--- src/rtl/pair_rf_pkg.sv ---
package pair_rf_pkg;
  typedef enum logic {
    ACC_WORD = 1'b0,
    ACC_PAIR = 1'b1
  } acc_mode_e;

  function automatic acc_mode_e to_mode(input logic b);
    return b ? ACC_PAIR : ACC_WORD;
  endfunction
endpackage

--- src/rtl/rf_bank.sv ---
module rf_bank #(
  parameter int DATA_W = 32,
  parameter int NREG   = 16
) (
  input  logic                        clk,
  input  logic                        rst,
  input  logic [NREG-1:0]             we,
  input  logic [NREG-1:0][DATA_W-1:0] wdata,
  output logic [NREG-1:0][DATA_W-1:0] q
);
  // entry 0 is a constant zero; its enable and data are never stored
  wire unused_zero_lane = we[0] ^ (^wdata[0]);

  assign q[0] = '0;

  for (genvar i = 1; i < NREG; i++) begin : g_entry
    logic [DATA_W-1:0] r;
    always_ff @(posedge clk) begin
      if (rst)        r <= '0;
      else if (we[i]) r <= wdata[i];
    end
    assign q[i] = r;
  end

  assert_reset_clears_R1: assert property (@(posedge clk) rst |=> (q == '0));
  assert_zero_never_enabled_R4: assert property (@(posedge clk) disable iff (rst) !we[0]);
endmodule

--- src/rtl/rf_wr_decode.sv ---
module rf_wr_decode #(
  parameter int DATA_W = 32,
  parameter int IDX_W  = 4,
  localparam int NREG  = 1 << IDX_W
) (
  input  logic                        wr_en,
  input  pair_rf_pkg::acc_mode_e      mode,
  input  logic [IDX_W-1:0]            wr_idx,
  input  logic [2*DATA_W-1:0]         wr_data,
  output logic [NREG-1:0]             we,
  output logic [NREG-1:0][DATA_W-1:0] wdata
);
  import pair_rf_pkg::*;

  always_comb begin
    for (int i = 0; i < NREG; i++) begin
      logic [IDX_W-1:0] ii;
      logic hit;
      ii  = IDX_W'(i);
      hit = (mode == ACC_PAIR) ? (ii[IDX_W-1:1] == wr_idx[IDX_W-1:1])
                               : (ii == wr_idx);
      we[i]    = wr_en && hit && (i != 0);
      wdata[i] = (mode == ACC_PAIR && ii[0]) ? wr_data[2*DATA_W-1:DATA_W]
                                             : wr_data[DATA_W-1:0];
    end
  end
endmodule

--- src/rtl/rf_rd_port.sv ---
module rf_rd_port #(
  parameter int DATA_W = 32,
  parameter int IDX_W  = 4,
  localparam int NREG  = 1 << IDX_W
) (
  input  logic [NREG-1:0][DATA_W-1:0] words,
  input  logic [IDX_W-1:0]            idx,
  input  pair_rf_pkg::acc_mode_e      mode,
  output logic [2*DATA_W-1:0]         data
);
  import pair_rf_pkg::*;

  logic [IDX_W-1:0] even_idx, odd_idx;
  assign even_idx = {idx[IDX_W-1:1], 1'b0};
  assign odd_idx  = {idx[IDX_W-1:1], 1'b1};

  always_comb begin
    if (mode == ACC_PAIR) data = {words[odd_idx], words[even_idx]};
    else                  data = {{DATA_W{1'b0}}, words[idx]};
  end
endmodule

--- src/rtl/pair_regfile.sv ---
module pair_regfile #(
  parameter int DATA_W = 32,
  parameter int IDX_W  = 4
) (
  input  logic                clk,
  input  logic                rst,
  input  logic [IDX_W-1:0]    rd0_idx,
  input  logic                rd0_pair,
  output logic [2*DATA_W-1:0] rd0_data,
  input  logic [IDX_W-1:0]    rd1_idx,
  input  logic                rd1_pair,
  output logic [2*DATA_W-1:0] rd1_data,
  input  logic                wr_en,
  input  logic                wr_pair,
  input  logic [IDX_W-1:0]    wr_idx,
  input  logic [2*DATA_W-1:0] wr_data
);
  import pair_rf_pkg::*;
  localparam int NREG = 1 << IDX_W;

  logic [NREG-1:0]             we;
  logic [NREG-1:0][DATA_W-1:0] wdata;
  logic [NREG-1:0][DATA_W-1:0] words;
  logic [IDX_W-1:0]            even_w, odd_w;

  assign even_w = {wr_idx[IDX_W-1:1], 1'b0};
  assign odd_w  = {wr_idx[IDX_W-1:1], 1'b1};

  rf_wr_decode #(.DATA_W(DATA_W), .IDX_W(IDX_W)) u_dec (
    .wr_en(wr_en), .mode(to_mode(wr_pair)), .wr_idx(wr_idx),
    .wr_data(wr_data), .we(we), .wdata(wdata)
  );

  rf_bank #(.DATA_W(DATA_W), .NREG(NREG)) u_bank (
    .clk(clk), .rst(rst), .we(we), .wdata(wdata), .q(words)
  );

  rf_rd_port #(.DATA_W(DATA_W), .IDX_W(IDX_W)) u_rd0 (
    .words(words), .idx(rd0_idx), .mode(to_mode(rd0_pair)), .data(rd0_data)
  );

  rf_rd_port #(.DATA_W(DATA_W), .IDX_W(IDX_W)) u_rd1 (
    .words(words), .idx(rd1_idx), .mode(to_mode(rd1_pair)), .data(rd1_data)
  );

  assert_hold_when_idle_R3: assert property (@(posedge clk) disable iff (rst)
    !wr_en |=> $stable(words));
  assert_word_write_lands_R2: assert property (@(posedge clk) disable iff (rst)
    (wr_en && !wr_pair && wr_idx != '0) |=> (words[$past(wr_idx)] == $past(wr_data[DATA_W-1:0])));
  assert_pair_high_lands_R5: assert property (@(posedge clk) disable iff (rst)
    (wr_en && wr_pair) |=> (words[$past(odd_w)] == $past(wr_data[2*DATA_W-1:DATA_W])));
  assert_pair_low_lands_R5: assert property (@(posedge clk) disable iff (rst)
    (wr_en && wr_pair && wr_idx[IDX_W-1:1] != '0) |=> (words[$past(even_w)] == $past(wr_data[DATA_W-1:0])));
  assert_pair0_keeps_zero_R6: assert property (@(posedge clk) disable iff (rst)
    (wr_en && wr_pair && wr_idx[IDX_W-1:1] == '0) |=> (words[0] == '0));
  assert_word_upper_zero_R7: assert property (@(posedge clk) disable iff (rst)
    (!rd0_pair |-> rd0_data[2*DATA_W-1:DATA_W] == '0) and (!rd1_pair |-> rd1_data[2*DATA_W-1:DATA_W] == '0));
  assert_pair0_low_zero_R8: assert property (@(posedge clk) disable iff (rst)
    (rd0_pair && rd0_idx[IDX_W-1:1] == '0) |-> rd0_data[DATA_W-1:0] == '0);
endmodule

--- config.mk ---
export PLATFORM = sky130hd
export DESIGN_NAME = pair_regfile
export DESIGN_NICKNAME = d
export VERILOG_FILES = /design/src/rtl/pair_rf_pkg.sv /design/src/rtl/rf_bank.sv /design/src/rtl/rf_wr_decode.sv /design/src/rtl/rf_rd_port.sv /design/src/rtl/pair_regfile.sv
export SDC_FILE = /design/constraint.sdc
export NUM_CORES = 1
export LEC_CHECK = 0
export BUFFER_PORTS_ARGS = -buffer_cell sky130_fd_sc_hd__buf_2
export CAP_MARGIN = 5
export CORE_UTILIZATION = 57
export DETAILED_ROUTE_END_ITERATION = 8
export HOLD_SLACK_MARGIN = 0.15
export PLACE_DENSITY = 0.75
export SLEW_MARGIN = 20
export SYNTH_ARGS = -nofsm -noshare
export SYNTH_HDL_FRONTEND = slang
export SYNTH_HIERARCHICAL = 1
export SYNTH_SLANG_ARGS = --single-unit
--- constraint.sdc ---
create_clock -name clk -period 4.24 [get_ports clk]
set_input_delay 0.848 -clock clk [delete_from_list [all_inputs] [get_ports clk]]
set_output_delay 0.848 -clock clk [all_outputs]
set_load 0.02 [all_outputs]
======== Word-level counts from Yosys, hierarchy flattened ========
Index checks and enable logic that the tools add are counted.
operators by class
  $lt $le $gt $ge ......................... 6
  eq/ne operators ......................... 22
  multiplexer cells ....................... 33
  reductions and logical operators ........ 16
operators by type and width
  kind                                                                   number
  32-bit binary-select mux with 3-bit select                             4
  32-bit binary-select mux with 4-bit select                             2
  32-bit two-way mux                                                     7
  64-bit two-way mux                                                     2
  4-bit == test (first input constant)                                   8
  4-bit by 5-bit < comparator with 1-bit output (second input constant)  6
  1-bit two-way mux                                                      18
  3-bit by 4-bit == test with 1-bit output (first input constant)        4
  1-bit logical AND                                                      15
  3-bit == test (first input constant)                                   4
  2-bit by 4-bit == test with 1-bit output (first input constant)        2
  2-bit by 3-bit == test with 1-bit output (first input constant)        2
  1-bit by 4-bit == test with 1-bit output (first input constant)        1
  1-bit by 3-bit == test with 1-bit output (first input constant)        1
  3-bit zero test                                                        1
word-level totals
  register bits after elaboration ......... 480
  word-level logic and storage cells ...... 92

======== Logic depth before layout (Yosys ltp) ========
Gate-level depths: netlist (run 1).
  depth after elaboration ................. 3
  mapped depth ............................ 8

======== Cells and area by module ========
Netlist (run 1), hierarchy kept.
modules (own cells, without submodules)
  module        instances  cells each  area each (µm²)  sequential area each (µm²)
  rf_bank       1          1586        17167.7          9609.2
  rf_rd_port    2          796         8409.3           0.0
  rf_wr_decode  1          542         4310.4           0.0

======== Worst setup path after synthesis (run 1) ========
OpenSTA, ideal clock, no wires.
  path kind ............................... input to output
  from .................................... input port rd0_idx[3]
  to ...................................... output port rd0_data[60]
  arrival ................................. 2.264 ns
  data required time ...................... 3.392 ns
  path slack .............................. 1.128 ns
  stages .................................. 7
  path buffers ............................ 4
  path through ............................ buf_4 > buf_4 > buf_4 > buf_4 > mux4_2 > nand2_1 > a21boi_0
between the ends
  word-level cells in the longest chain between the ends .. 3
RTL lines
  item                                        line               text
  start: declaration                          pair_regfile.sv:7  input logic [IDX_W-1:0] rd0_idx,
  32-bit binary-select mux with 3-bit select  rf_rd_port.sv:18   if (mode == ACC_PAIR) data = {words[odd_idx], words[even_idx]};
  32-bit two-way mux (implied by the code)    rf_rd_port.sv:18
  64-bit two-way mux                          rf_rd_port.sv:18
  end: declaration                            pair_regfile.sv:9  output logic [2*DATA_W-1:0] rd0_data,
Every way passes these cells. The select of a mux whose other input is x is not followed.

======== Worst setup path in the final report (run 1) ========
  from .................................... input port rd0_idx[3]
  to ...................................... output port rd0_data[1]
between the ends
  word-level cells in the longest chain between the ends .. 3
RTL lines
  item                                                                                                             line
  32-bit binary-select mux with 4-bit select / 32-bit binary-select mux with 3-bit select (equally long branches)  rf_rd_port.sv:19, rf_rd_port.sv:18
  32-bit two-way mux (on tied branches)                                                                            rf_rd_port.sv:19, rf_rd_port.sv:18
  64-bit two-way mux *                                                                                             rf_rd_port.sv:18
Mark *: on every way between the ends. The rest lies on a longest branch, timed or not. The select of a mux whose other input is x is not followed.

==> results_dict.tcl, run 1 <==
set metrics [dict create \
    vias_per_cell 6.961 \
    port_buffers 209 \
    dr_wl_met2_um 53500 \
    ys.warnings.count 6 \
    utilization_pct 57.74 \
    gr-total-overflow 0 \
    drive_above_1_share_pct 24.50 \
    insertion_delay_ps 620 \
    final_area_um2 38030 \
    gp_congestion 0.8938 \
    largest_reg_flops 480 \
    ir_worst_vdd_mv 0.3069 \
    cellLeakagePower_nw 14.30 \
    ctsHoldBuffers 0 \
    cts_resized 0 \
    met1_length_um 46540 \
    clkPwrFrac_pct 41.5 \
    switching_share_pct 29.41 \
    nets 3368 \
    regMostFlops "u_bank/g_entry.r" \
    syn2layout_area_growth_pct -0.03611 \
    seq_power_share_pct 39.9 \
    cts_root_buf "clkbuf_16" \
    startpoint_type "input pin" \
    tritoncts "done" \
    grt_pass1_vias 27855 \
    rows 94 \
    p_int_w 0.008338 \
    n_fill_cell 5566 \
    grt_pass1_wl_um 178800 \
    grt_max_degree 134 \
    synth.cell_area_um2 38050 \
    ctsLongestPathBuffers 3 \
    endpoint_kind "primary output" \
    min_period_ps 3965 \
    detail_route.wirelength_um 121300 \
    cts_setup_buffers 0 \
    maxCapViolations 0 \
    route.met3.wl_um 14810 \
    htree_num_levels 2 \
    biggestRegsByFlops "u_bank/g_entry.r: 480 flops" \
    dieHeight_um 260.4 \
    fin_crit_sh_pct 93.52 \
    grt_use_total_pct 34.99 \
    antenna_found_initial 3 \
    ff2ff_path_depth 2 \
    p_switching_w 0.003475 \
    die_area_um2 67780 \
    worst_pin_slew_ps 1140 \
    drt-wirelength-per-cell_um 28.89 \
    numCtsBuffers 54 \
    cts_sinks 480 \
    fmax_mhz 252.2 \
    crit_fanout 67 \
    syn_inst 3686 \
    core_area_um2 65860 \
    dr_total_vias 29238 \
    pwr-share-comb_pct 18.6 \
    tns_ps 0 \
    rsz0062_at_grt "no" \
    dpl_cell_area_um2 36170 \
    cts.clk_slew.worst_paths_ps 60 \
    powerDensity_nw_per_um2 310.6 \
    firstDrtPassIters 8 \
    outcome "finished clean" \
    slew_headroom_pct 23.82 \
    die_x_um 260.4 \
    crit_type "input pin to primary output" \
    dpl.hpwl_um 72180 \
    finalSetupViolations 0 \
    finClkSkew_ps 0 \
    crit_required_ps 3390 \
    ant_nets 0 \
    drcViolationCount 0 \
    slew_violations 0 \
    io_pins 210 \
    total_power_w 0.01181 \
    hold_viol 0 \
    initial_utilization_pct 57.76 \
    holdPathStages 2 \
    drt_iter0_markers 3864 \
    top_layer "met5" \
    min_path_type "register to register" \
    synth.avg_cell_area_um2 10.32 \
    cp.arrival_ps 3120 \
]
## worst max-delay path, stage by stage
cell and delay [ps]:
buf_8 80, buf_12 340, buf_12 470, mux2i_1 140, a22o_1 250, a221o_1 270
nor3_2 400, buf_2 250
## final timing paths
path / startpoint / to / slack, ps
setup / recovery: rd0_idx[3] / rd0_data[1] / 270
hold / removal: u_bank/g_entry[1].r[20] / u_bank/g_entry[1].r[20] / 550
setup reg to reg: u_bank/g_entry[8].r[28] / u_bank/g_entry[8].r[28] / 3460
hold reg to reg: u_bank/g_entry[1].r[20] / u_bank/g_entry[1].r[20] / 550
## per-layer routing
layer,vias up,GRT usage [%]
met4,4,17.76
met3,428,8.159
met1,14427,47.09
met2,2049,52.49
met5,-,0
li1,12330,-
## power groups by stage
stage	clock, W	combinational (W)	sequential (W)
floorplan	0	0.00192	0.00476
global placement	0	0.00212	0.00480
detailed placement	0	0.00214	0.00480
CTS	0.00495	0.00215	0.00470
global route	0.00513	0.00228	0.00472
finish	0.00491	0.00219	0.00471
## layout make-up
| class | count | area (um^2) | area share, % |
|---|---|---|---|
| Inverter | 2 | 7.507 | 0.01974 |
| Sequential cell | 480 | 9609 | 25.27 |
| Timing Repair Buffer | 319 | 2470 | 6.494 |
| Tap cell | 864 | 1081 | 2.842 |
| Clock buffer | 73 | 1574 | 4.139 |
| Clock inverter | 28 | 274.0 | 0.7205 |
| Antenna cell | 5 | 12.51 | 0.03290 |
| Multi-Input combinational cell | 2429 | 23000 | 60.48 |
## stage by stage
stage	hold slack (ps)	setup WS (ps)	instances
final	551.6	274.7	4200
after global routing	571.8	204.9	4196
after global placement	526.0	402.5	4094
after CTS	551.0	374.5	4195
after floorplan	505.5	1128	3717
after detailed placement	540.2	372.4	4094
## placed cells by master (no fill, tap or decap), types with 7 or more instances in the layout
cell type / count
mux2_2: 12
conb_1: 32
clkbuf_8: 13
a21boi_1: 60
buf_2: 201
clkinv_2: 18
buf_4: 69
mux2_4: 30
buf_8: 7
nor2_1: 483
mux2i_1: 982
nand3_1: 8
a22o_1: 124
o22ai_1: 62
clkbuf_16: 55
mux4_2: 256
nor3_2: 74
a221o_1: 124
buf_12: 42
nand2_1: 134
dfxtp_1: 480
Note: power is estimated with default switching activity, not from simulation.
==> run 2, diff against run 1 <==
--- a/constraint.sdc
+++ b/constraint.sdc
@@ -3,2 +3,2 @@
 set_output_delay 0.848 -clock clk [all_outputs]
-set_load 0.02 [all_outputs]
+set_load 0.005 [all_outputs]
==> run 2 against run 1 <==
Compared with the run above:
- register-to-register slack better by 20 ps
- setup slack better by 37 ps
- largest cell class unchanged
- clock-buffer cell count is 4 higher
- sequential share of layout area hardly changed
- routed wire length is 0.31% lower
- first-iteration DRC count is 6.4% higher
- highest routed layer unchanged
==> results_dict.tcl, run 2 (same netlist as run 1, synthesis figures left out) <==
set metrics [dict create \
    maxCapViolations 0 \
    dpl_cell_area_um2 36050 \
    ant_nets 0 \
    nets 3364 \
    grt_pass1_wl_um 178200 \
    antenna_found_initial 2 \
    cts.clk_slew.worst_paths_ps 60 \
    endpoint_kind "primary output" \
    grt_max_degree 122 \
    critPathMaxStageDelay_ps 450 \
    crit_chain "buf_2 -> buf_4 -> nor3b_4 -> buf_4 -> a22o_1 -> a221o_1 -> nor3_2 -> buf_2" \
    fmax_mhz 254.6 \
    vias_per_cell 6.968 \
    drcViolationCount 0 \
    die_x_um 260.4 \
    ctsHoldBuffers 0 \
    io_pins 210 \
    slew_violations 0 \
    cp_slowest_cell "buf_4" \
    dp_slack_ps 441.1 \
    reg2reg_setup_slack_ps 3480 \
    grt_pass1_vias 27704 \
    drt_iter0_markers 4112 \
    hold_ws_ps 555.7 \
    dieHeight_um 260.4 \
    finClkSkew_ps 0 \
    hold_viol 0 \
    cts_setup_buffers 0 \
    gp_congestion 0.9368 \
    min_path_type "register to register" \
    largest_reg_flops 480 \
    insertion_delay_ps 650 \
    rows 94 \
    path_delay_family "buffers and inverters" \
    fin_ws_ps 312.1 \
    cts_root_buf "clkbuf_16" \
    finalSetupViolations 0 \
    final_cell_mix "mux2i_1, nor2_1, dfxtp_1" \
    gr-total-overflow 0 \
    total_power_w 0.01211 \
    crit_type "input pin to primary output" \
    dr_total_vias 29208 \
    tns_ps 0 \
    htree_num_levels 2 \
    outcome "finished clean" \
    initial_utilization_pct 57.76 \
    cts_resized 0 \
    powerDensity_nw_per_um2 318.0 \
    dpl.hpwl_um 71910 \
    min_period_ps 3928 \
    crit_fanout 23 \
    drt-wirelength-per-cell_um 28.85 \
    startpoint_type "input pin" \
    crit_required_ps 3390 \
    crit_buf_inv 4 \
    ctsLongestPathBuffers 3 \
    numCtsBuffers 55 \
    rsz0062_at_grt "no" \
    tritoncts "done" \
    detail_route.wirelength_um 120900 \
    fin_crit_sh_pct 92.64 \
    ir_worst_vdd_mv 0.3662 \
    grt_use_total_pct 34.82 \
    port_buffers 209 \
    biggestRegsByFlops "u_bank/g_entry.r: 480 flops" \
    die_area_um2 67780 \
    firstDrtPassIters 7 \
    syn2layout_area_growth_pct 0.09873 \
    cellLeakagePower_nw 14.32 \
    regMostFlops "u_bank/g_entry.r" \
    drive_above_1_share_pct 24.29 \
    core_area_um2 65860 \
    cp.arrival_ps 3080 \
    final_area_um2 38080 \
    slew_headroom_pct 21.69 \
    cts_sinks 480 \
    final_common_cell "mux2i_1" \
    worst_pin_slew_ps 1172 \
]
[run 2: cell types whose count changed in the layout (fill, tap and decap cells not counted), moves of 2 or more]
cell / previous run / this run
clkinv_2: 18 / 9
clkbuf_1: 5 / 9
clkinv_8: 2 / 0
bufinv_16: 4 / 9
buf_12: 42 / 35
diode_2: 5 / 1
[run 2: where the power goes]
group	switching (W)	internal, W	total, W
Combinational	0.00119	0.000888	0.00208
Clock	0.00213	0.00319	0.00532
Sequential	0.000116	0.00460	0.00471
Total	0.00344	0.00867	0.0121
[run 2: path summary, 6_finish.rpt]
check / start / endpoint / cells after the start
worst max-delay path: rd0_idx[2] / rd0_data[1] / 8
worst min-delay path: u_bank/g_entry[7].r[13] / u_bank/g_entry[7].r[13] / 2
worst max register to register: u_bank/g_entry[1].r[22] / u_bank/g_entry[1].r[22] / 2
worst min register to register: u_bank/g_entry[7].r[13] / u_bank/g_entry[7].r[13] / 2
[run 2: layer usage]
layer	wire length, um	share of wire [%]	track usage, %	vias up
li1	-	-	-	12306
met1	46610	39	46.55	14327
met2	52360	43	51.67	2115
met3	15310	13	9.615	458
met4	6649	5.5	17.19	2
met5	7	0.0058	0	-
[run 2: final cells by class]
type	count	area, um^2
clock inverters	25	406.6
fillers	5533	27780
clock buffers	77	1600
multi-input cells	2429	23000
repair buffers	314	2372
well taps	864	1081
flip-flops and latches	480	9609
diodes	1	2.502
inverters	2	7.507
[run 2: tightest hold or removal path, delay by kind of cell, from the launching register on]
family	cells	cell delay (ps)
flip-flops	1	340
multiplexers	1	130
AND/OR/NAND/NOR	1	50
[run 2: per-stage QoR]
stage / instances / utilization, %
after CTS: 4190 / 57.78
after floorplan: 3717 / -
final: 4192 / 57.82
after global placement: 4087 / 54.71
after detailed placement: 4088 / 54.73
after global routing: 4192 / 57.82
